### config.mk
export PLATFORM = sky130hd
export DESIGN_NAME = ipi_unit
export DESIGN_NICKNAME = d
export VERILOG_FILES = /design/src/rtl/ipi_pkg.sv /design/src/rtl/ipi_cmd_decode.sv /design/src/rtl/ipi_pend_matrix.sv /design/src/rtl/ipi_unit.sv
export SDC_FILE = /design/constraint.sdc
export NUM_CORES = 1
export LEC_CHECK = 0
export BUFFER_PORTS_ARGS = -buffer_cell sky130_fd_sc_hd__buf_2
export CORE_MARGIN = 4
export CORE_UTILIZATION = 54
export CTS_CLUSTER_SIZE = 8
export DETAILED_ROUTE_END_ITERATION = 16
export PLACE_DENSITY = 0.83
export SLEW_MARGIN = 0
export SYNTH_ARGS = -nofsm -noshare
export SYNTH_HDL_FRONTEND = slang
export SYNTH_SLANG_ARGS = --single-unit
export TNS_END_PERCENT = 5
### constraint.sdc
create_clock -name clk -period 4.46 [get_ports clk]
set_input_delay 0.892 -clock clk [delete_from_list [all_inputs] [get_ports clk]]
set_output_delay 0.892 -clock clk [all_outputs]
set_load 0.005 [all_outputs]
### src/rtl/ipi_pkg.sv
package ipi_pkg;
    typedef enum logic [1:0] {
        OP_RAISE = 2'd0,
        OP_PEEK  = 2'd1,
        OP_WHO   = 2'd2,
        OP_CLEAR = 2'd3
    } ipi_op_e;
endpackage

### src/rtl/ipi_cmd_decode.sv
module ipi_cmd_decode #(
    parameter int NCORES = 4,
    parameter int SELF   = 0,
    parameter int AW     = (NCORES > 1) ? $clog2(NCORES) : 1
) (
    input  logic              valid,
    input  logic [1:0]        op,
    input  logic [AW-1:0]     arg,
    output logic [NCORES-1:0] raise_tgt,
    output logic [NCORES-1:0] clear_src,
    output logic              peek,
    output logic              who
);
    import ipi_pkg::*;

    logic arg_ok;

    always_comb begin
        arg_ok    = (int'(arg) < NCORES);
        raise_tgt = '0;
        clear_src = '0;
        peek      = 1'b0;
        who       = 1'b0;
        if (valid) begin
            unique case (ipi_op_e'(op))
                OP_RAISE: if (arg_ok && int'(arg) != SELF) raise_tgt[arg] = 1'b1;
                OP_PEEK:  peek = arg_ok;
                OP_WHO:   who  = 1'b1;
                OP_CLEAR: if (arg_ok) clear_src[arg] = 1'b1;
                default:  ;
            endcase
        end
    end
endmodule

### src/rtl/ipi_pend_matrix.sv
module ipi_pend_matrix #(
    parameter int NCORES = 4,
    localparam int NB    = NCORES * NCORES
) (
    input  logic          clk,
    input  logic          rst_n,
    input  logic [NB-1:0] raise_flat,  // index issuer*N + target
    input  logic [NB-1:0] clear_flat,  // index issuer(target)*N + sender
    output logic [NB-1:0] pend,        // index target*N + sender
    output logic [NCORES-1:0] irq
);
    typedef struct packed {
        logic [NB-1:0] pend;
    } mat_t;

    mat_t st_d, st_q;
    logic [NB-1:0] set_m;
    logic [NB-1:0] clr_m;

    always_comb begin
        for (int t = 0; t < NCORES; t++) begin
            for (int s = 0; s < NCORES; s++) begin
                set_m[t*NCORES+s] = raise_flat[s*NCORES+t];
                clr_m[t*NCORES+s] = clear_flat[t*NCORES+s];
            end
        end
        st_d.pend = (st_q.pend & ~clr_m) | set_m;
    end

    always_ff @(posedge clk) begin
        if (!rst_n) st_q <= '0;
        else        st_q <= st_d;
    end

    assign pend = st_q.pend;

    for (genvar t = 0; t < NCORES; t++) begin : g_row
        assign irq[t] = |st_q.pend[t*NCORES +: NCORES];

        assert_no_self_R2: assert property (@(posedge clk) disable iff (!rst_n)
            !st_q.pend[t*NCORES+t]);

        assert_line_holds_R7: assert property (@(posedge clk) disable iff (!rst_n)
            (irq[t] && clr_m[t*NCORES +: NCORES] == '0) |=> irq[t]);

        for (genvar s = 0; s < NCORES; s++) begin : g_col
            assert_raise_wins_R8: assert property (@(posedge clk) disable iff (!rst_n)
                set_m[t*NCORES+s] |=> st_q.pend[t*NCORES+s]);

            assert_clear_drops_R6: assert property (@(posedge clk) disable iff (!rst_n)
                (clr_m[t*NCORES+s] && !set_m[t*NCORES+s]) |=> !st_q.pend[t*NCORES+s]);
        end
    end
endmodule

### src/rtl/ipi_unit.sv
module ipi_unit #(
    parameter int NCORES = 4,
    localparam int AW    = (NCORES > 1) ? $clog2(NCORES) : 1,
    localparam int NB    = NCORES * NCORES
) (
    input  logic                 clk,
    input  logic                 rst_n,
    input  logic [NCORES-1:0]    cmd_valid,
    input  logic [2*NCORES-1:0]  cmd_op,
    input  logic [AW*NCORES-1:0] cmd_arg,
    output logic [NCORES-1:0]    rd_valid,
    output logic [NB-1:0]        rd_data,
    output logic [NCORES-1:0]    irq
);
    import ipi_pkg::*;

    typedef struct packed {
        logic [NCORES-1:0] vld;
        logic [NB-1:0]     dat;
    } rb_t;

    rb_t rb_d, rb_q;

    logic [NB-1:0]     raise_flat;
    logic [NB-1:0]     clear_flat;
    logic [NCORES-1:0] peek_v;
    logic [NCORES-1:0] who_v;
    logic [NB-1:0]     pend;

    for (genvar i = 0; i < NCORES; i++) begin : g_port
        ipi_cmd_decode #(.NCORES(NCORES), .SELF(i), .AW(AW)) u_dec (
            .valid     (cmd_valid[i]),
            .op        (cmd_op[2*i +: 2]),
            .arg       (cmd_arg[AW*i +: AW]),
            .raise_tgt (raise_flat[i*NCORES +: NCORES]),
            .clear_src (clear_flat[i*NCORES +: NCORES]),
            .peek      (peek_v[i]),
            .who       (who_v[i])
        );
    end

    ipi_pend_matrix #(.NCORES(NCORES)) u_mat (
        .clk        (clk),
        .rst_n      (rst_n),
        .raise_flat (raise_flat),
        .clear_flat (clear_flat),
        .pend       (pend),
        .irq        (irq)
    );

    always_comb begin
        rb_d = '0;
        for (int i = 0; i < NCORES; i++) begin
            if (peek_v[i]) begin
                rb_d.vld[i] = 1'b1;
                for (int t = 0; t < NCORES; t++) begin
                    if (int'(cmd_arg[AW*i +: AW]) == t)
                        rb_d.dat[i*NCORES] = |pend[t*NCORES +: NCORES];
                end
            end else if (who_v[i]) begin
                rb_d.vld[i] = 1'b1;
                rb_d.dat[i*NCORES +: NCORES] = pend[i*NCORES +: NCORES];
            end
        end
    end

    always_ff @(posedge clk) begin
        if (!rst_n) rb_q <= '0;
        else        rb_q <= rb_d;
    end

    assign rd_valid = rb_q.vld;
    assign rd_data  = rb_q.dat;

    for (genvar i = 0; i < NCORES; i++) begin : g_chk
        assert_peek_reply_R3: assert property (@(posedge clk) disable iff (!rst_n)
            (cmd_valid[i] && cmd_op[2*i +: 2] == OP_PEEK && int'(cmd_arg[AW*i +: AW]) < NCORES)
            |=> (rd_valid[i] && rd_data[i*NCORES+1 +: NCORES-1] == '0));

        assert_who_reply_R4: assert property (@(posedge clk) disable iff (!rst_n)
            (cmd_valid[i] && cmd_op[2*i +: 2] == OP_WHO) |=> rd_valid[i]);

        assert_quiet_R10: assert property (@(posedge clk) disable iff (!rst_n)
            !(cmd_valid[i] && (cmd_op[2*i +: 2] == OP_PEEK || cmd_op[2*i +: 2] == OP_WHO))
            |=> (!rd_valid[i] && rd_data[i*NCORES +: NCORES] == '0));
    end
endmodule

# Yosys cells after proc, flatten, opt, wreduce, memory -nomap -nowiden
# Index checks and enable logic that the tools add are counted.
[word_totals]
ff_bits = 36
output_inout_bits = 24
in_bits = 22
[classes]
n_bitwise = 8
eq_ne = 27
n_reduce_logical = 21
n_mux = 76
order_cmp = 8
[op_table]
columns = ["cell", "count"]
rows = [
  ["$mux 4", 20],
  ["$mux 1", 52],
  ["$eq 2x2->1 const B", 16],
  ["$and 16x16->16", 1],
  ["$eq 2x1->1 const B", 8],
  ["$logic_not 2->1", 8],
  ["$not 16->16", 1],
  ["$or 16x16->16", 1],
  ["$reduce_or 4->1", 4],
  ["$lt 2x3->1 const B", 4],
  ["$reduce_or 3->1", 4],
  ["$demux 1 s2", 4],
  ["$ge 2x1->1 const B", 4],
  ["$not 1->1", 5],
  ["$logic_and 1x1->1", 4],
  ["$ne 2x2->1 const B", 2],
  ["$ne 2x1->1 const B", 1],
  ["$reduce_bool 2->1", 1],
]

# Longest topological paths before layout
# Gate-level depths: netlist (run 1).
[logic_depth]
word_depth = 9
mapped_depth = 5
mapped_depth_nobuf = 4

# Hierarchy
# Synthesis (run 1) repeated with hierarchy kept, for this count alone.
[unflattened]
cells_unflattened = 197
area_unflattened_um2 = 1735.4
[by_module_without_submodules]
columns = ["mod", "cells_each", "seq_area_each_um2", "area_each_um2", "instances"]
rows = [
  ["ipi_unit", 78, 400.4, 760.7, 1],
  ["ipi_pend_matrix", 54, 320.3, 588.1, 1],
  ["ipi_cmd_decode at g_port[1].u_dec ...", 16, 0.0, 90.1, 2],
  ["ipi_cmd_decode at g_port[0].u_dec", 16, 0.0, 113.9, 1],
  ["ipi_cmd_decode at g_port[3].u_dec", 17, 0.0, 92.6, 1],
]

# Worst setup path before layout (run 1)
# Ideal clock, no wire load.
[synth_path]
path_kind = "register to output"
startpoint = "register u_mat.st_q, in the netlist u_mat.pend[9]"
endpoint = "output port irq[2]"
stages_incl_launch_ff = 3
path_slack_ps = 2636
n_path_buf = 1
arrival_ps = 932
path_cell_list = "dfxtp_1 > or4_1 > buf_2"
[synth_via]
elab_chain_cells = 1
[synth_rtl]
columns = ["item", "line", "rtl"]
rows = [
  ["start, declared", "ipi_pend_matrix.sv:16", "mat_t st_d, st_q;"],
  ["start signal, assigned", "ipi_pend_matrix.sv:32", "else st_q <= st_d;"],
  ["$reduce_or 4->1", "ipi_pend_matrix.sv:38", "assign irq[t] = |st_q.pend[t*NCORES +: NCORES];"],
  ["end, declared", "ipi_unit.sv:13", "output logic [NCORES-1:0] irq"],
]
# No other way between the ends.

# Worst setup path in the final report (run 1)
[layout_path]
startpoint = "register u_mat.st_q, in the netlist u_mat.pend[7]"
endpoint = "output port irq[1]"
# The elaborated chain is that of the path after synthesis.

==> impl_metrics.yaml, run 1 <==
sta:
  tns_ns: 0
  max_freq_ghz: 0.419
  setup_viol: 0
  hold_viol: 0
  drv_slew: 0
  fin_skew_ns: 0.00972
  grt_setup_unrepaired: "no"
  relSlewSlack_pct: 65.8
  fin_crit_sh_pct: 53.5
  tightest_slew_ns: 0.512
  worst_slack_ns: 2.07
  min_period_ns: 2.39
clock_tree:
  numCtsBuffers: 5
  cts_setup_buffers: 0
  cts.htree.levels: 2
  cts_tree: "built"
  clock_latency_ns: 0.34
  cts.sinks: 36
  cts_resized: 0
  ctsHoldBuffers: 0
  clkTransAtPathRegs_ns: 0.11
  clockRootBuffer: "clkbuf_4"
  cts_buffer_depth: 2
yosys:
  ys_warn_count: 0
  avgSynthCellArea_um2: 9.21
  syn-instance-count: 164
  async_flop_share_pct: 0
  ys_ff_latch: 36
  synth.area.top_cells: "dfxtp_1 48%, a21boi_0 5.0%, nand2b_1 5.0%"
  synth_edf_count: 0
  synth_cell_types: 33
  synth_top_cell_area_share_pct: 47.7
  synth_nets: 186
  ys.flop_type: "dfxtp_1"
  yosysTopAreaCell: "dfxtp_1"
  ys_seq_area_share_pct: 47.7
  synth_area_um2: 1510
routing:
  drt-initial-drc-count: 60
  ant_nets: 0
  route.detailed.drc: 0
  drtPass1Iterations: 4
  vias_per_cell: 5.74
  routedWlPerCell_um: 14.5
  via_count: 1371
  detail_route.wirelength_mm: 3.47
critical_path:
  crit_required_ns: 3.57
  critPathLaunchType: "register"
  setup.worst_path.class: "register to output pin"
  end_kind: "output pin"
  worstPathArrival_ns: 1.50
  crit_fanout: 5
die:
  rows: 18
  die_y_um: 60.9
  fp.dieW_um: 60.9
  start_util_pct: 58.8
  die-area_um2: 3710
  io-pin-count: 46
  core_area_um2: 2570
global_route:
  grt_usage_pct: 20.4
  grt_pass1_wl_mm: 5.50
  overflow: 0
  grt_pass1_vias: 1266
  grt_max_degree: 22
  antenna_found_initial: 0
place:
  port_buffers: 45
  gp_congestion: 0.842
  place_inst: 231
  pre_cts_slack_ns: 2.45
  dp_hpwl_mm: 2.56
power_and_ir_drop:
  sw_frac_of_total_pct: 23.6
  p_leak_nw: 0.807
  p_switching_mw: 0.145
  p_per_area_nw_per_um2: 339
  intPower_mw: 0.468
  ir_drop_v: 0.000363
  pwr-share-comb_pct: 9.9
  p_seq_share_pct: 53.6
  p_clk_share_pct: 36.5
  p_total_mw: 0.613
cells_and_area:
  area_growth_pct: 19.8
  drive_gt1_share_pct: 26.3
  diodes: 0
  layout_common_cells: "45 x buf_2, 36 x dfxtp_1, 16 x nand2_1, 12 x nand2b_1, 11 x and2_1"
  utilization_pct: 70.5
  fill_cells: 222
  final_common_cell: "buf_2"
  final_cells: 239
  seq_area_um2: 721
  multiInputGateArea_um2: 727
  nets: 230
job:
  max_cap_violations: 0
status:
  outcome: "complete, no violations"
worst_hold_path:
  hp-class: "register to register"
==> path summary, 6_finish.rpt <==
kind | startpoint | endpoint | slack (ns) | depth (start not counted)
worst max-delay path | u_mat.pend[7]$_SDFF_PN0_ | irq[1] | 2.07 | 2
worst min-delay path | u_mat.pend[15]$_SDFF_PN0_ | u_mat.pend[15]$_SDFF_PN0_ | 0.47 | 1
worst max register to register | u_mat.pend[9]$_SDFF_PN0_ | rd_data[4]$_SDFF_PN0_ | 2.91 | 4
worst min register to register | u_mat.pend[15]$_SDFF_PN0_ | u_mat.pend[15]$_SDFF_PN0_ | 0.47 | 1
==> power groups by stage <==
stage / logic, mW / clock network, mW / registers [mW]
finish: 0.0603 / 0.224 / 0.328
global route: 0.0671 / 0.241 / 0.329
CTS: 0.0601 / 0.228 / 0.328
detailed placement: 0.0597 / 0 / 0.336
global placement: 0.0581 / 0 / 0.335
floorplan: 0.0348 / 0 / 0.336
==> cell usage after synthesis, types with 4 or more instances <==
library cell	n
dfxtp_1	36
nand2_1	16
nand2b_1	12
and2_1	11
a21boi_0	10
nand3_1	9
o21ai_0	8
nor2_1	6
buf_2	5
a22o_1	4
inv_1	4
nor3b_1	4
o21ai_1	4
o311ai_1	4
==> final cells by class <==
type / count / share of cell area, %
clock buffer: 6 / 2.28
multi-input combinational: 115 / 40.2
inverter: 4 / 0.830
tap: 30 / 2.07
timing repair buffer: 46 / 12.9
sequential: 36 / 39.8
clock inverter: 2 / 1.94
==> registers in the layout (all words and copies together), names as in the netlist <==
name and cells:
rd_data 16, rd_valid 4, u_mat.pend 16
==> worst max-delay path, stage by stage, from the launching register on <==
cell and delay (ns):
dfxtp_1 0.34, or4_1 0.64, buf_2 0.19
==> stage by stage <==
step	hold slack [ns]	cell area, µm²
2_1_floorplan	0.431	1510
3_3_place_gp	0.436	1730
3_5_place_dp	0.459	1730
4_1_cts	0.472	1810
5_1_grt	0.484	1810
6_report	0.472	1810
==> kinds of logic (layout without fill, tap and decap cells) <==
| kind of cell | count (synthesis) | count (layout) | synth area share [%] |
|---|---|---|---|
| AND/OR/NAND/NOR | 69 | 69 | 26.3 |
| AO/OA/AOI/OAI | 46 | 46 | 21.9 |
| buffers and inverters | 13 | 58 | 4.14 |
| flip-flops | 36 | 36 | 47.7 |
==> layer usage <==
metal	wire length (µm)	vias up	global-route usage (%)
li1	-	677	-
met1	1450	644	22.3
met2	1720	45	36.3
met3	258	5	7.23
met4	38	0	7.43
met5	0	-	0
No activity file was read; power rests on OpenSTA's default activity.
==> run 2, diff against run 1 <==
--- a/config.mk
+++ b/config.mk
@@ -7,10 +7,10 @@
 export LEC_CHECK = 0
 export BUFFER_PORTS_ARGS = -buffer_cell sky130_fd_sc_hd__buf_2
 export CORE_MARGIN = 4
-export CORE_UTILIZATION = 54
+export CORE_UTILIZATION = 45
 export CTS_CLUSTER_SIZE = 8
 export DETAILED_ROUTE_END_ITERATION = 16
-export PLACE_DENSITY = 0.83
+export PLACE_DENSITY = 0.74
 export SLEW_MARGIN = 0
 export SYNTH_ARGS = -nofsm -noshare
 export SYNTH_HDL_FRONTEND = slang
==> constraint.sdc (replaced) <==
create_clock -name clk -period 1.9 [get_ports clk]
set_input_delay 0.38 -clock clk [delete_from_list [all_inputs] [get_ports clk]]
set_output_delay 0.38 -clock clk [all_outputs]
set_load 0.005 [all_outputs]
==> run 2 against run 1 <==
Effect of this change: cell area grew 0.76%; total power grew 120%; highest routed layer unchanged; wire length grew 0.14%; via count grew 0.22%; non-clock buffer count is the same; setup slack lost 2.0 ns; flip-flop and latch count is the same.
==> impl_metrics.yaml, run 2 (same netlist as run 1, synthesis figures left out) <==
sta:
  fin_crit_sh_pct: 94.0
  relSlewSlack_pct: 67.0
  max_freq_ghz: 0.560
  setup_viol: 0
  grt_setup_unrepaired: "no"
  hold_viol: 0
  tightest_slew_ns: 0.494
  drv_slew: 0
  min_period_ns: 1.79
  hold_ws_ns: 0.329
  tns_ns: 0
  fin_skew_ns: 0.00337
worst_hold_path:
  hp-class: "input pin to register"
routing:
  drtPass1Iterations: 4
  routedWlPerCell_um: 13.8
  via_count: 1374
  route.detailed.drc: 0
  detail_route.wirelength_mm: 3.48
  vias_per_cell: 5.45
  drt-initial-drc-count: 64
  ant_nets: 0
status:
  outcome: "complete, no violations"
critical_path:
  end_kind: "output pin"
  setup.worst_path.class: "register to output pin"
  crit_required_ns: 1.52
  worstPathArrival_ns: 1.41
  critPathLaunchType: "register"
  crit_fanout: 5
global_route:
  grt_pass1_wl_mm: 5.77
  grt_max_degree: 22
  grt_pass1_vias: 1311
  antenna_found_initial: 0
  overflow: 0
  grt_usage_pct: 17.6
cells_and_area:
  diodes: 0
  area_growth_pct: 20.7
  fill_cells: 307
  final_common_cell: "buf_2"
  layout_common_cells: "45 x buf_2, 36 x dfxtp_1, 16 x nand2_1, 12 x nand2b_1, 11 x and2_1"
  drive_gt1_share_pct: 27.4
  nets: 230
die:
  core_area_um2: 3130
  start_util_pct: 48.3
  die-area_um2: 4350
  rows: 20
  die_y_um: 65.9
  fp.dieW_um: 65.9
  io-pin-count: 46
clock_tree:
  clockRootBuffer: "clkbuf_4"
  cts.sinks: 36
  cts_tree: "built"
  numCtsBuffers: 5
  cts_buffer_depth: 2
  ctsHoldBuffers: 0
  clock_latency_ns: 0.34
  clkTransAtPathRegs_ns: 0.10
  cts.htree.levels: 2
place:
  dp_hpwl_mm: 2.58
  gp_congestion: 0.793
  port_buffers: 45
power_and_ir_drop:
  ir_drop_v: 0.000363
  p_leak_nw: 0.800
  p_per_area_nw_per_um2: 749
job:
  max_cap_violations: 0
[run 2: stage by stage]
| stage | total power, mW | instances | area, µm² | setup WS, ns | util (%) |
|---|---|---|---|---|---|
| 3_5_place_dp | 0.928 | 245 | 1750 | 0.393 | 56.0 |
| 4_1_cts | 1.38 | 252 | 1820 | 0.0225 | 58.0 |
| 5_1_grt | 1.43 | 252 | 1820 | 0.0548 | 58.3 |
| 2_1_floorplan | 0.869 | 164 | 1510 | 0.477 | - |
| 3_3_place_gp | 0.923 | 245 | 1750 | 0.420 | 56.0 |
| 6_report | 1.37 | 252 | 1820 | 0.114 | 58.3 |
[run 2: final timing paths]
kind / from / to / slack (ns) / cells past startpoint
min: cmd_valid[1] / rd_valid[1]$_SDFF_PN0_ / 0.33 / 3
max reg2reg: u_mat.pend[9]$_SDFF_PN0_ / rd_data[4]$_SDFF_PN0_ / 0.44 / 4
min reg2reg: u_mat.pend[15]$_SDFF_PN0_ / u_mat.pend[15]$_SDFF_PN0_ / 0.47 / 1
max: u_mat.pend[7]$_SDFF_PN0_ / irq[1] / 0.11 / 2
[run 2: what timing repair did]
item | in CTS | in global routing
buffers inserted | 0 | 0
resized for setup | 0 | 2
setup endpoints to repair | 0 | 2
[run 2: cell type report]
class	count	area (µm²)	area share, %
Sequential cell	36	721	39.5
Tap cell	44	55.1	3.02
Inverter	4	15.0	0.824
Timing Repair Buffer	46	233	12.8
Multi-Input combinational cell	115	734	40.3
Clock buffer	7	65.1	3.57
[run 2: per-layer routing]
layer	up-vias	GRT usage, %	routed length, µm
met5	-	0	0
met4	0	7.36	55
met3	7	5.78	251
met2	43	29.9	1660
met1	642	20.1	1500
li1	682	-	-
[run 2: critical path, stage by stage, from the launching register on]
cell,delay [ns]
dfxtp_1,0.33
or4_4,0.58
buf_2,0.16
[run 2: report_power, final]
part | internal (mW) | leakage, nW | switching (mW)
logic | 0.0596 | 0.471 | 0.0835
registers | 0.765 | 0.291 | 0.00590
clock network | 0.210 | 0.0374 | 0.242
total | 1.03 | 0.800 | 0.331
==> run 3, diff against run 2 <==
--- a/config.mk
+++ b/config.mk
@@ -10,7 +10,7 @@
 export CORE_UTILIZATION = 45
 export CTS_CLUSTER_SIZE = 8
 export DETAILED_ROUTE_END_ITERATION = 16
-export PLACE_DENSITY = 0.74
+export PLACE_DENSITY = 0.83
 export SLEW_MARGIN = 0
 export SYNTH_ARGS = -nofsm -noshare
 export SYNTH_HDL_FRONTEND = slang
==> run 3 against run 2 <==
Effect of this change: count of clock-buffer cells in the layout fell by 1; sequential share of layout area is 0.082 points higher; sequential power about the same; non-clock buffer count unchanged; maximum frequency is 1.2% lower; via count down 2.5%; global-route usage is 1.4 points lower; die area is the same; setup slack worse by 0.021 ns; critical path type unchanged.
==> impl_metrics.yaml, run 3 (same netlist as run 1, synthesis figures left out) <==
status:
  outcome: "complete, no violations"
global_route:
  grt_pass1_wl_mm: 5.35
  antenna_found_initial: 0
  overflow: 0
  grt_usage_pct: 16.2
  grt_pass1_vias: 1170
  grt_max_degree: 22
critical_path:
  critical-path-top-delay-family: "simple AND/OR/NAND/NOR gates"
  critPathLaunchType: "register"
  crit_required_ns: 1.52
  cp_cell_sequence: "or4_4 -> buf_2"
  end_kind: "output pin"
  worstPathArrival_ns: 1.43
  crit_fanout: 5
  critical_path.max_stage_delay_ns: 0.58
  cp_slowest_cell: "or4_4"
  worst-path-buf-inv: 1
  setup.worst_path.class: "register to output pin"
routing:
  detail_route.wirelength_mm: 3.36
  drtPass1Iterations: 4
  vias_per_cell: 5.29
  ant_nets: 0
  drt-initial-drc-count: 97
  route.detailed.drc: 0
  via_count: 1339
  routedWlPerCell_um: 13.3
worst_hold_path:
  hp-class: "input pin to register"
cells_and_area:
  drive_gt1_share_pct: 27.8
  nets: 230
  layout_common_cells: "45 x buf_2, 36 x dfxtp_1, 16 x nand2_1, 12 x nand2b_1, 11 x and2_1"
  fill_cells: 263
  utilization_pct: 58.2
  diodes: 0
  final_common_cell: "buf_2"
  area_growth_pct: 20.5
  final_cells: 253
clock_tree:
  cts.htree.levels: 2
  clockRootBuffer: "clkbuf_4"
  clock_latency_ns: 0.35
  clkTransAtPathRegs_ns: 0.11
  cts_tree: "built"
  cts.sinks: 36
  numCtsBuffers: 5
  cts_buffer_depth: 2
power_and_ir_drop:
  pwr-share-comb_pct: 10.6
  ir_drop_v: 0.000376
  p_clk_share_pct: 32.1
  p_switching_mw: 0.345
  intPower_mw: 1.00
  p_seq_share_pct: 57.3
  p_per_area_nw_per_um2: 740
  sw_frac_of_total_pct: 25.6
  p_leak_nw: 0.800
sta:
  fin_crit_sh_pct: 95.1
  setup_viol: 0
  worst_slack_ns: 0.0931
  min_period_ns: 1.81
  tns_ns: 0
  hold_viol: 0
  fin_skew_ns: 0.0115
  max_freq_ghz: 0.553
  drv_slew: 0
  relSlewSlack_pct: 64.6
  grt_setup_unrepaired: "no"
  tightest_slew_ns: 0.530
die:
  die-area_um2: 4350
  start_util_pct: 48.3
  fp.dieW_um: 65.9
  die_y_um: 65.9
  core_area_um2: 3130
  rows: 20
  io-pin-count: 46
place:
  dp_hpwl_mm: 2.44
  pre_cts_slack_ns: 0.364
  place_inst: 245
  port_buffers: 45
  gp_congestion: 0.781
job:
  max_cap_violations: 0
run 3: cell count changes in the layout (fill, tap and decap cells not counted):
cell	delta
clkbuf_8	-1
clkinv_2	+2
run 3: worst paths after layout:
kind              depth (start not counted)                       end  slack [ns]                startpoint
hold / removal                            3    rd_valid[2]$_SDFF_PN0_        0.32              cmd_valid[2]
setup / recovery                          2                    irq[2]        0.09  u_mat.pend[9]$_SDFF_PN0_
setup reg to reg                          4     rd_data[8]$_SDFF_PN0_        0.42  u_mat.pend[9]$_SDFF_PN0_
hold reg to reg                           1  u_mat.pend[5]$_SDFF_PN0_        0.46  u_mat.pend[5]$_SDFF_PN0_
run 3: layer usage:
| layer | vias up | global-route usage [%] | share of wire, % |
|---|---|---|---|
| met5 | - | 0 | 0 |
| met4 | 0 | 9.39 | 2.7 |
| met3 | 9 | 3.57 | 5.9 |
| met2 | 40 | 25.0 | 44 |
| met1 | 615 | 20.5 | 47 |
| li1 | 675 | - | - |
run 3: final cells by class:
| class | instances | area, µm² | area share (%) |
|---|---|---|---|
| multi-input combinational | 115 | 734 | 40.4 |
| sequential | 36 | 721 | 39.6 |
| timing repair buffer | 46 | 233 | 12.8 |
| tap | 44 | 55.1 | 3.03 |
| clock buffer | 6 | 51.3 | 2.82 |
| inverter | 4 | 15.0 | 0.825 |
| clock inverter | 2 | 10.0 | 0.550 |
run 3: power by group through the flow:
| stage | Combinational (mW) | Clock (mW) | Sequential, mW |
|---|---|---|---|
| 2_1_floorplan | 0.0816 | 0 | 0.788 |
| 3_3_place_gp | 0.137 | 0 | 0.788 |
| 3_5_place_dp | 0.139 | 0 | 0.788 |
| 4_1_cts | 0.140 | 0.435 | 0.771 |
| 5_1_grt | 0.160 | 0.472 | 0.773 |
| 6_report | 0.143 | 0.432 | 0.771 |
run 3: stage by stage:
| stage | power [mW] | hold slack [ns] | cell area [µm²] |
|---|---|---|---|
| floorplan | 0.869 | 0.431 | 1510 |
| global placement | 0.925 | 0.445 | 1750 |
| detailed placement | 0.927 | 0.447 | 1750 |
| CTS | 1.35 | 0.310 | 1810 |
| global route | 1.40 | 0.318 | 1820 |
| finish | 1.35 | 0.317 | 1820 |
run 3: worst min-delay path, cell delays in order:
cell and delay [ns]:
buf_2 0.11, nand2_1 0.09, a21oi_1 0.05
run 3: repair_timing:
action | 4_1_cts | 5_1_grt
hold buffers | 0 | 0
buffers inserted | 0 | 0
gates resized for setup | 0 | 2
endpoints found under the setup margin | 0 | 2
